--- config.mk ---
export PLATFORM = sky130hd
export DESIGN_NAME = usr_bus_reg
export DESIGN_NICKNAME = d
export VERILOG_FILES = /design/src/rtl/usr_pkg.sv /design/src/rtl/usr_mode_decode.sv /design/src/rtl/usr_stage_array.sv /design/src/rtl/usr_bus_reg.sv
export SDC_FILE = /design/constraint.sdc
export NUM_CORES = 1
export LEC_CHECK = 0
export ABC_AREA = 1
export BUFFER_PORTS_ARGS = -buffer_cell sky130_fd_sc_hd__buf_2
export CAP_MARGIN = 20
export CORE_AREA = 2 2 39 41
export CTS_CLUSTER_SIZE = 40
export DETAILED_ROUTE_END_ITERATION = 8
export DIE_AREA = 0 0 41 43
export HOLD_SLACK_MARGIN = 0.15
export PLACE_DENSITY = 0.75
export SLEW_MARGIN = 10
export SYNTH_ARGS = -nofsm -noshare
export SYNTH_HDL_FRONTEND = slang
export SYNTH_SLANG_ARGS = --single-unit
--- constraint.sdc ---
create_clock -name clk -period 2.2 [get_ports clk]
set_clock_uncertainty 0.05 [all_clocks]
set_input_delay 0.33 -clock clk [delete_from_list [all_inputs] [get_ports clk]]
set_output_delay 0.33 -clock clk [all_outputs]
set_load 0.01 [all_outputs]
--- src/rtl/usr_pkg.sv ---
package usr_pkg;
    typedef enum logic [2:0] {
        OP_CLEAR = 3'd0,
        OP_HOLD  = 3'd1,
        OP_SHR   = 3'd2,
        OP_SHL   = 3'd3,
        OP_LOAD  = 3'd4
    } op_e;
endpackage

--- src/rtl/usr_mode_decode.sv ---
module usr_mode_decode
    import usr_pkg::*;
(
    input  logic       clr_n,
    input  logic [1:0] sel,
    input  logic       oe_a_n,
    input  logic       oe_b_n,
    output op_e        op,
    output logic       drv
);
    always_comb begin
        op = OP_HOLD;
        if (!clr_n) begin
            op = OP_CLEAR;
        end else begin
            unique case (sel)
                2'b00:   op = OP_HOLD;
                2'b01:   op = OP_SHR;
                2'b10:   op = OP_SHL;
                default: op = OP_LOAD;
            endcase
        end
    end

    // bus released during load regardless of enables
    assign drv = !oe_a_n && !oe_b_n && (sel != 2'b11);

    // a load select always releases the bus
    always_comb begin
        a_r6_load_releases: assert (!(sel == 2'b11 && drv));
    end
endmodule

--- src/rtl/usr_stage_array.sv ---
module usr_stage_array
    import usr_pkg::*;
#(
    parameter int W = 8
) (
    input  logic         clk,
    input  op_e          op,
    input  logic         ser_r,
    input  logic         ser_l,
    input  logic [W-1:0] par_in,
    output logic [W-1:0] q
);
    localparam int LAST = W - 1;

    logic [W-1:0] nxt;

    for (genvar i = 0; i < W; i++) begin : g_stage
        logic from_lo;
        logic from_hi;
        if (i == 0) begin : g_lo_end
            assign from_lo = ser_r;
        end else begin : g_lo_mid
            assign from_lo = q[i-1];
        end
        if (i == LAST) begin : g_hi_end
            assign from_hi = ser_l;
        end else begin : g_hi_mid
            assign from_hi = q[i+1];
        end
        always_comb begin
            unique case (op)
                OP_CLEAR: nxt[i] = 1'b0;
                OP_HOLD:  nxt[i] = q[i];
                OP_SHR:   nxt[i] = from_lo;
                OP_SHL:   nxt[i] = from_hi;
                OP_LOAD:  nxt[i] = par_in[i];
                default:  nxt[i] = q[i];
            endcase
        end
    end

    always_ff @(posedge clk) begin
        q <= nxt;
    end

    // checker bookkeeping: contents are defined once a clear has been taken
    logic known_q = 1'b0;
    always_ff @(posedge clk) begin
        if (op == OP_CLEAR) known_q <= 1'b1;
    end

    a_r1_clear_zeroes: assert property (@(posedge clk)
        (op == OP_CLEAR) |=> (q == '0));
    a_r2_hold_stable: assert property (@(posedge clk) disable iff (!known_q)
        (op == OP_HOLD) |=> $stable(q));
    a_r3_shift_right: assert property (@(posedge clk) disable iff (!known_q)
        (op == OP_SHR) |=> (q == {$past(q[LAST-1:0]), $past(ser_r)}));
    a_r4_shift_left: assert property (@(posedge clk) disable iff (!known_q)
        (op == OP_SHL) |=> (q == {$past(ser_l), $past(q[LAST:1])}));
    a_r5_load: assert property (@(posedge clk)
        (op == OP_LOAD) |=> (q == $past(par_in)));
endmodule

--- src/rtl/usr_bus_reg.sv ---
module usr_bus_reg
    import usr_pkg::*;
#(
    parameter int W = 8
) (
    input  logic         clk,
    input  logic         clr_n,
    input  logic [1:0]   sel,
    input  logic         oe_a_n,
    input  logic         oe_b_n,
    input  logic         ser_r_in,
    input  logic         ser_l_in,
    input  logic [W-1:0] bus_in,
    output logic [W-1:0] bus_out,
    output logic         bus_drv,
    output logic         tail_first,
    output logic         tail_last
);
    op_e          op;
    logic [W-1:0] q;

    usr_mode_decode u_dec (
        .clr_n  (clr_n),
        .sel    (sel),
        .oe_a_n (oe_a_n),
        .oe_b_n (oe_b_n),
        .op     (op),
        .drv    (bus_drv)
    );

    usr_stage_array #(.W(W)) u_stages (
        .clk    (clk),
        .op     (op),
        .ser_r  (ser_r_in),
        .ser_l  (ser_l_in),
        .par_in (bus_in),
        .q      (q)
    );

    assign bus_out    = bus_drv ? q : '0;
    assign tail_first = q[0];
    assign tail_last  = q[W-1];

    // released bus never carries data
    always_comb begin
        a_r7_released_zero: assert (bus_drv || (bus_out == '0));
    end
endmodule

==> results of run 1 <==
==> placed cells by master, fill, tap and decap left out, drive strengths merged <==
master  netlist  layout
buf           2      27
edfxtp        8       8
o21ai         1       1
nand2         3       3
ha            2       2
clkbuf        0       3
nor2         11      11
or2           1       1
nand3        32      32
inv          12      12
==> final cells by class <==
class | instances | area, um^2 | share of cell area
clock buffers | 3 | 22.5 | 0.0310
flip-flops and latches | 8 | 240 | 0.330
multi-input cells | 50 | 259 | 0.356
repair buffers | 27 | 138 | 0.189
inverters | 12 | 47.5 | 0.0654
well taps | 16 | 20.0 | 0.0275
==> cell families (layout without fill, tap and decap cells) <==
logic type / Yosys count / after routing
fa+ha+maj: 2 / 2
compound gates: 1 / 1
buf+inv: 14 / 42
flops: 8 / 8
simple gates: 47 / 47
==> where the power goes <==
group | internal [mW] | switching (mW)
Combinational | 0.0315 | 0.0484
Clock | 0.0625 | 0.0505
Sequential | 0.188 | 0.0128
Total | 0.282 | 0.112
==> how the worst max path moves through the flow <==
| stage | cells past startpoint | start | end |
|---|---|---|---|
| 5_1_grt | 6 | sel[0] | bus_out[4] |
| 6_report | 6 | sel[0] | bus_out[7] |
| 3_5_place_dp | 5 | sel[0] | u_stages.q[6] |
| 4_1_cts | 6 | sel[0] | bus_out[7] |
| 3_3_place_gp | 5 | sel[0] | u_stages.q[6] |
| 2_1_floorplan | 4 | sel[0] | u_stages.q[0] |
==> worst register-to-register path, delay by kind of cell, from the launching register on <==
kind | cells | cell delay, ps
flip-flops | 1 | 420
AND/OR/NAND/NOR | 2 | 190
==> layer usage <==
layer	track usage	vias up
met1	0.204	251
met4	0.100	0
met3	0.0471	4
met2	0.263	30
li1	-	303
met5	0	-
==> metrics by stage <==
step | instance area [um^2] | hold slack [ps] | setup slack, ps | util
global route | 727 | 336 | 475 | 0.525
detailed placement | 704 | 565 | 460 | 0.509
floorplan | 569 | 501 | 683 | -
CTS | 727 | 341 | 578 | 0.525
finish | 727 | 338 | 597 | 0.525
global placement | 704 | 554 | 500 | 0.509
==> results.txt, run 1 <==
status = complete, no violations
min-delay src = ser_l_in
vias per cell = 5.07
FP Rows = 14
TritonCTS clock tree = done
synth unique cells = 13
Critical path buffers and inverters = 3
synthesized instance count = 72
final cycle utilization of the critical path = 0.729
CTS Buffer Depth = 2
Die Span Y = 43 um
DRT iter0 DRCs = 26
crit-path max FO = 11
total global-route track usage = 0.172
Critical Path End Type = output pin
DR WL met2 = 587 um
Yosys top cell by area = edfxtp_1
Design Power = 393 uW
Slew @ Worst Pin = 335 ps
HPWL Detailed = 939 um
cell area after synthesis = 569 um^2
ratio of cells with drive above 1 in the final layout = 0.340
reg2reg setup slack = 1280 ps
Post-DRT Antenna Nets = 0
postcts setup bufs = 0
Die ar. = 1760 um^2
Post-synth top flop = edfxtp_1
worst r2r dst = u_stages.q[3]
asr flop ratio synth = 0
Worst-Skew Late Latency = 260 ps
max cap viols = 0
adder-cell share of the synthesized area = 0.0440
flops & latches, synth = 8
reg2reg start = u_stages.q[4]
Rel. slew slack = 0.776
max incr delay on CP = 220 ps
Placed Cells incl. Taps = 113
post-synthesis simple-gate area fraction = 0.402
Max Slew Vio Count = 0
met1 WL = 541 um
Ant. Diodes = 0
mux cell area share after synthesis = 0
wire per inst = 10.6 um
total CTS buffers = 3
core area = 1380 um^2
post-layout minimum cycle time = 1600 ps
CP max-delay cell = ha_1
Worst Reg-to-Reg Cells = 2
max FFs per register = 8
Fin Setup TNS = 0 ps
Yosys top cell area share = 0.422
clock-pin slew on the worst setup and hold paths = 50 ps
CP Class = input port to output pin
Seq/Total Area, Yosys = 0.422
Initial Util = 0.411
peak supply drop = 0.218 mV
wire length on met3 = 64 um
largest family of logic cells by synthesized area = simple AND/OR/NAND/NOR gates
cell mode on critical path = buf_2
FMAX = 624 MHz
IO Pins = 27
routability cong. = 0.846
die width = 41 um
Crit path required time = 1820 ps
CTS resizes = 0
vias in the first global route = 503
worst hold path type = input port to register
largest registers = u_stages.q: 8 flops
Mapped Nets = 90
clk sink count = 8
commonest cells in the netlist = 32 x nand3_1, 10 x inv_1, 9 x nor2_1, 8 x edfxtp_1, 3 x nand2_1
largest cells by area after synthesis = edfxtp_1 42%, nand3_1 28%, inv_1 6.6%
RSZ-0062 raised after global routing = false
first-pass GRT wire length = 2010 um
Worst setup SP type = input port
final count of negative-setup-slack endpoints = 0
Final Non-Filler Cells = 116
Clock Root Buffer = clkbuf_4
Top Metal Used = met4
gr ovfl total = 0
Post-CTS Hold Buffers = 0
FILL cells = 147
xor and xnor fraction of the mapped netlist area = 0
post-layout net count = 120
initial antenna violation count = 0
hold depth = 3
via count = 588
worst path cell trace = buf_2, ha_1, inv_1, nand2_1, nor2_1, buf_2
P_leak = 0.372 nW
post-synthesis compound-gate area fraction = 0.00879
Synthesis Warnings = 0
EDFF count, synth = 8
DRC viols = 0
pin count of the biggest net entering global routing = 17
pwr/cell area = 541 nW/um^2
Arr. time, crit path = 1220 ps
final wirelength = 1230 um
IO Port Bufs = 26
Final Hold Vio Count = 0
most frequent cell after synthesis = nand3_1
P&R area growth vs syn = 27.7%
drt pass-1 iters = 4
H-tree depth = 1
CP delay by family, top = buffers and inverters
Top reg by flops = u_stages.q
Mapped Avg Cell Area = 7.91 um^2
Endpoint, Worst Hold = u_stages.q[7]
No activity file was read; power rests on OpenSTA's default activity.
==> run 2: changes to the inputs <==
--- a/config.mk
+++ b/config.mk
@@ -8,12 +8,12 @@
 export ABC_AREA = 1
 export BUFFER_PORTS_ARGS = -buffer_cell sky130_fd_sc_hd__buf_2
 export CAP_MARGIN = 20
-export CORE_AREA = 2 2 39 41
+export CORE_MARGIN = 2
+export CORE_UTILIZATION = 39
 export CTS_CLUSTER_SIZE = 40
 export DETAILED_ROUTE_END_ITERATION = 8
-export DIE_AREA = 0 0 41 43
 export HOLD_SLACK_MARGIN = 0.15
-export PLACE_DENSITY = 0.75
+export PLACE_DENSITY = 0.72
 export SLEW_MARGIN = 10
 export SYNTH_ARGS = -nofsm -noshare
 export SYNTH_HDL_FRONTEND = slang
==> constraint.sdc (replaced) <==
create_clock -name clk -period 1.4 [get_ports clk]
set_clock_uncertainty 0.05 [all_clocks]
set_input_delay 0.21 -clock clk [delete_from_list [all_inputs] [get_ports clk]]
set_output_delay 0.21 -clock clk [all_outputs]
set_load 0.01 [all_outputs]
==> run 2 against run 1 <==
Compared with the run above: via count rose by 9.0%; register-to-register slack worse by 820 ps; count of clock-buffer cells in the layout unchanged; cell count up 6.9%; sequential power up 58%; die area increased by 1.0%; clock power increased by 57%; design area rose by 10%; largest cell class unchanged; highest routed layer unchanged.
==> results.txt, run 2 (synthesized netlist as in run 1, its figures left out) <==
final cycle utilization of the critical path = 0.945
Post-DRT Antenna Nets = 0 (unchanged)
initial antenna violation count = 0 (unchanged)
routability cong. = 0.784 (-7.3%)
Rel. slew slack = 0.861 (+0.0845)
RSZ-0062 raised after global routing = false
Initial Util = 0.427 (+0.0154)
Final Hold Vio Count = 0 (unchanged)
TritonCTS clock tree = done
Crit path required time = 1140 ps (-680 ps)
max incr delay on CP = 180 ps (-40 ps)
most frequent cells in the layout = 32 x nand3_1, 26 x buf_2, 10 x inv_1, 10 x buf_4
Design Power = 654 uW (+66%)
drt pass-1 iters = 4 (unchanged)
first-pass GRT wire length = 2420 um (+20%)
Critical path buffers and inverters = 4 (+1)
vias in the first global route = 562 (+12%)
Internal = 465 uW (+65%)
ratio of cells with drive above 1 in the final layout = 0.413 (+0.0728)
Ant. Diodes = 0 (unchanged)
CTS Buffer Depth = 2 (unchanged)
P_leak = 0.419 nW (+13%)
Worst-Skew Late Latency = 250 ps (about the same)
switching pwr = 189 uW (+69%)
met1 WL = 648 um (+20%)
IO Pins = 27 (unchanged)
clock-pin slew on the worst setup and hold paths = 60 ps (about the same)
wire length on met3 = 83 um (+30%)
pre-CTS setup slack = -84.0 ps (-544 ps)
cell mode on critical path = buf_2
CP Class = input port to output pin
Sw Ratio = 0.289 (+0.00480)
FILL cells = 133 (-9.5%)
total global-route track usage = 0.182 (+0.0101)
DRC viols = 0 (unchanged)
HPWL Detailed = 1140 um (+22%)
pwr/cell area = 815 nW/um^2 (+51%)
Max Slew Vio Count = 0 (unchanged)
Arr. time, crit path = 1060 ps (-160 ps)
Die Span Y = 42.2 um (-1.8%)
pin count of the biggest net entering global routing = 17 (unchanged)
clk sink count = 8 (unchanged)
commonest non-fill, non-tap cell in the layout = nand3_1
CP delay by family, top = buffers and inverters
Clock Root Buffer = clkbuf_4
via count = 641 (+9.0%)
worst hold path type = input port to register
Die ar. = 1780 um^2 (+1.0%)
die width = 42.2 um (+2.9%)
DRT iter0 DRCs = 20 (-23%)
Top reg by flops = u_stages.q
Slew @ Worst Pin = 208 ps (-128 ps)
gr ovfl total = 0 (unchanged)
Critical Path End Type = output pin
vias per cell = 5.17 (+2.0%)
Top Metal Used = met4
IO Port Bufs = 26 (unchanged)
CP max-delay cell = ha_1
FP Rows = 13 (-1)
peak supply drop = 0.410 mV (+88%)
final count of negative-setup-slack endpoints = 0 (unchanged)
Post-CTS Hold Buffers = 0 (unchanged)
Worst setup SP type = input port
sequential power share = 0.484 (-0.026)
status = complete, no violations
DR WL met2 = 808 um (+38%)
wire per inst = 12.6 um (+19%)
worst path cell trace = buf_2, buf_4, ha_1, inv_1, nand2_4, nor2_2, buf_2
max cap viols = 0 (unchanged)
H-tree depth = 1 (unchanged)
clock power share = 0.271 (-0.016)
core area = 1330 um^2 (-3.6%)
post-route worst setup slack = 76.9 ps (-520 ps)
post-layout net count = 129 (+7.5%)
post-layout minimum cycle time = 1320 ps
P&R area growth vs syn = 41.1%
crit-path max FO = 9 (-2)
largest registers = u_stages.q: 8 flops
total CTS buffers = 3 (unchanged)
FMAX = 756 MHz
combinational cell fraction of total power = 0.245 (+0.042)
final wirelength = 1560 um (+27%)
max FFs per register = 8 (unchanged)
==> run 2: repair_timing <==
item,4_1_cts,5_1_grt
setup endpoints to repair,8,2
gates resized for setup,1,2
setup buffers,0,0
pin swaps,0,0
==> run 2: per-layer routing <==
layer	vias to the layer above	GRT usage
li1	321	-
met1	290	0.213
met2	26	0.311
met3	4	0.0302
met4	0	0.100
met5	-	0
==> run 2: tightest hold or removal path, cell delays in order <==
cell and delay, ps:
buf_2 80, nand3_1 60, nand3_1 70
==> run 2: per-stage QoR <==
stage	util	TNS, ps	instance area, um^2	hold WS (ps)	instances
3_3_place_gp	0.578	-584	771	474	121
2_1_floorplan	-	0	569	381	72
4_1_cts	0.597	0	796	215	124
5_1_grt	0.602	0	803	229	124
6_report	0.602	0	803	229	124
3_5_place_dp	0.578	-1170	771	476	121
==> run 2: final cells by class <==
| class | instances | area (um^2) | share of cell area |
|---|---|---|---|
| well taps | 15 | 18.8 | 0.0234 |
| multi-input cells | 50 | 269 | 0.335 |
| flip-flops and latches | 8 | 240 | 0.299 |
| repair buffers | 36 | 205 | 0.255 |
| inverters | 12 | 47.5 | 0.0592 |
| clock buffers | 3 | 22.5 | 0.0280 |
==> run 2: power by group through the flow <==
stage / Clock, mW / Sequential (mW) / Combinational, mW
5_1_grt: 0.196 / 0.320 / 0.177
3_5_place_dp: 0 / 0.322 / 0.156
4_1_cts: 0.180 / 0.317 / 0.157
2_1_floorplan: 0 / 0.317 / 0.0781
6_report: 0.177 / 0.317 / 0.160
3_3_place_gp: 0 / 0.320 / 0.150
==> run 2: worst paths after layout <==
path / slack (ps) / depth (start not counted) / from / end
max: 80 / 7 / sel[0] / bus_out[0]
min: 230 / 3 / ser_l_in / u_stages.q[7]
max reg2reg: 460 / 2 / u_stages.q[2] / u_stages.q[3]
min reg2reg: 590 / 2 / u_stages.q[5] / u_stages.q[6]
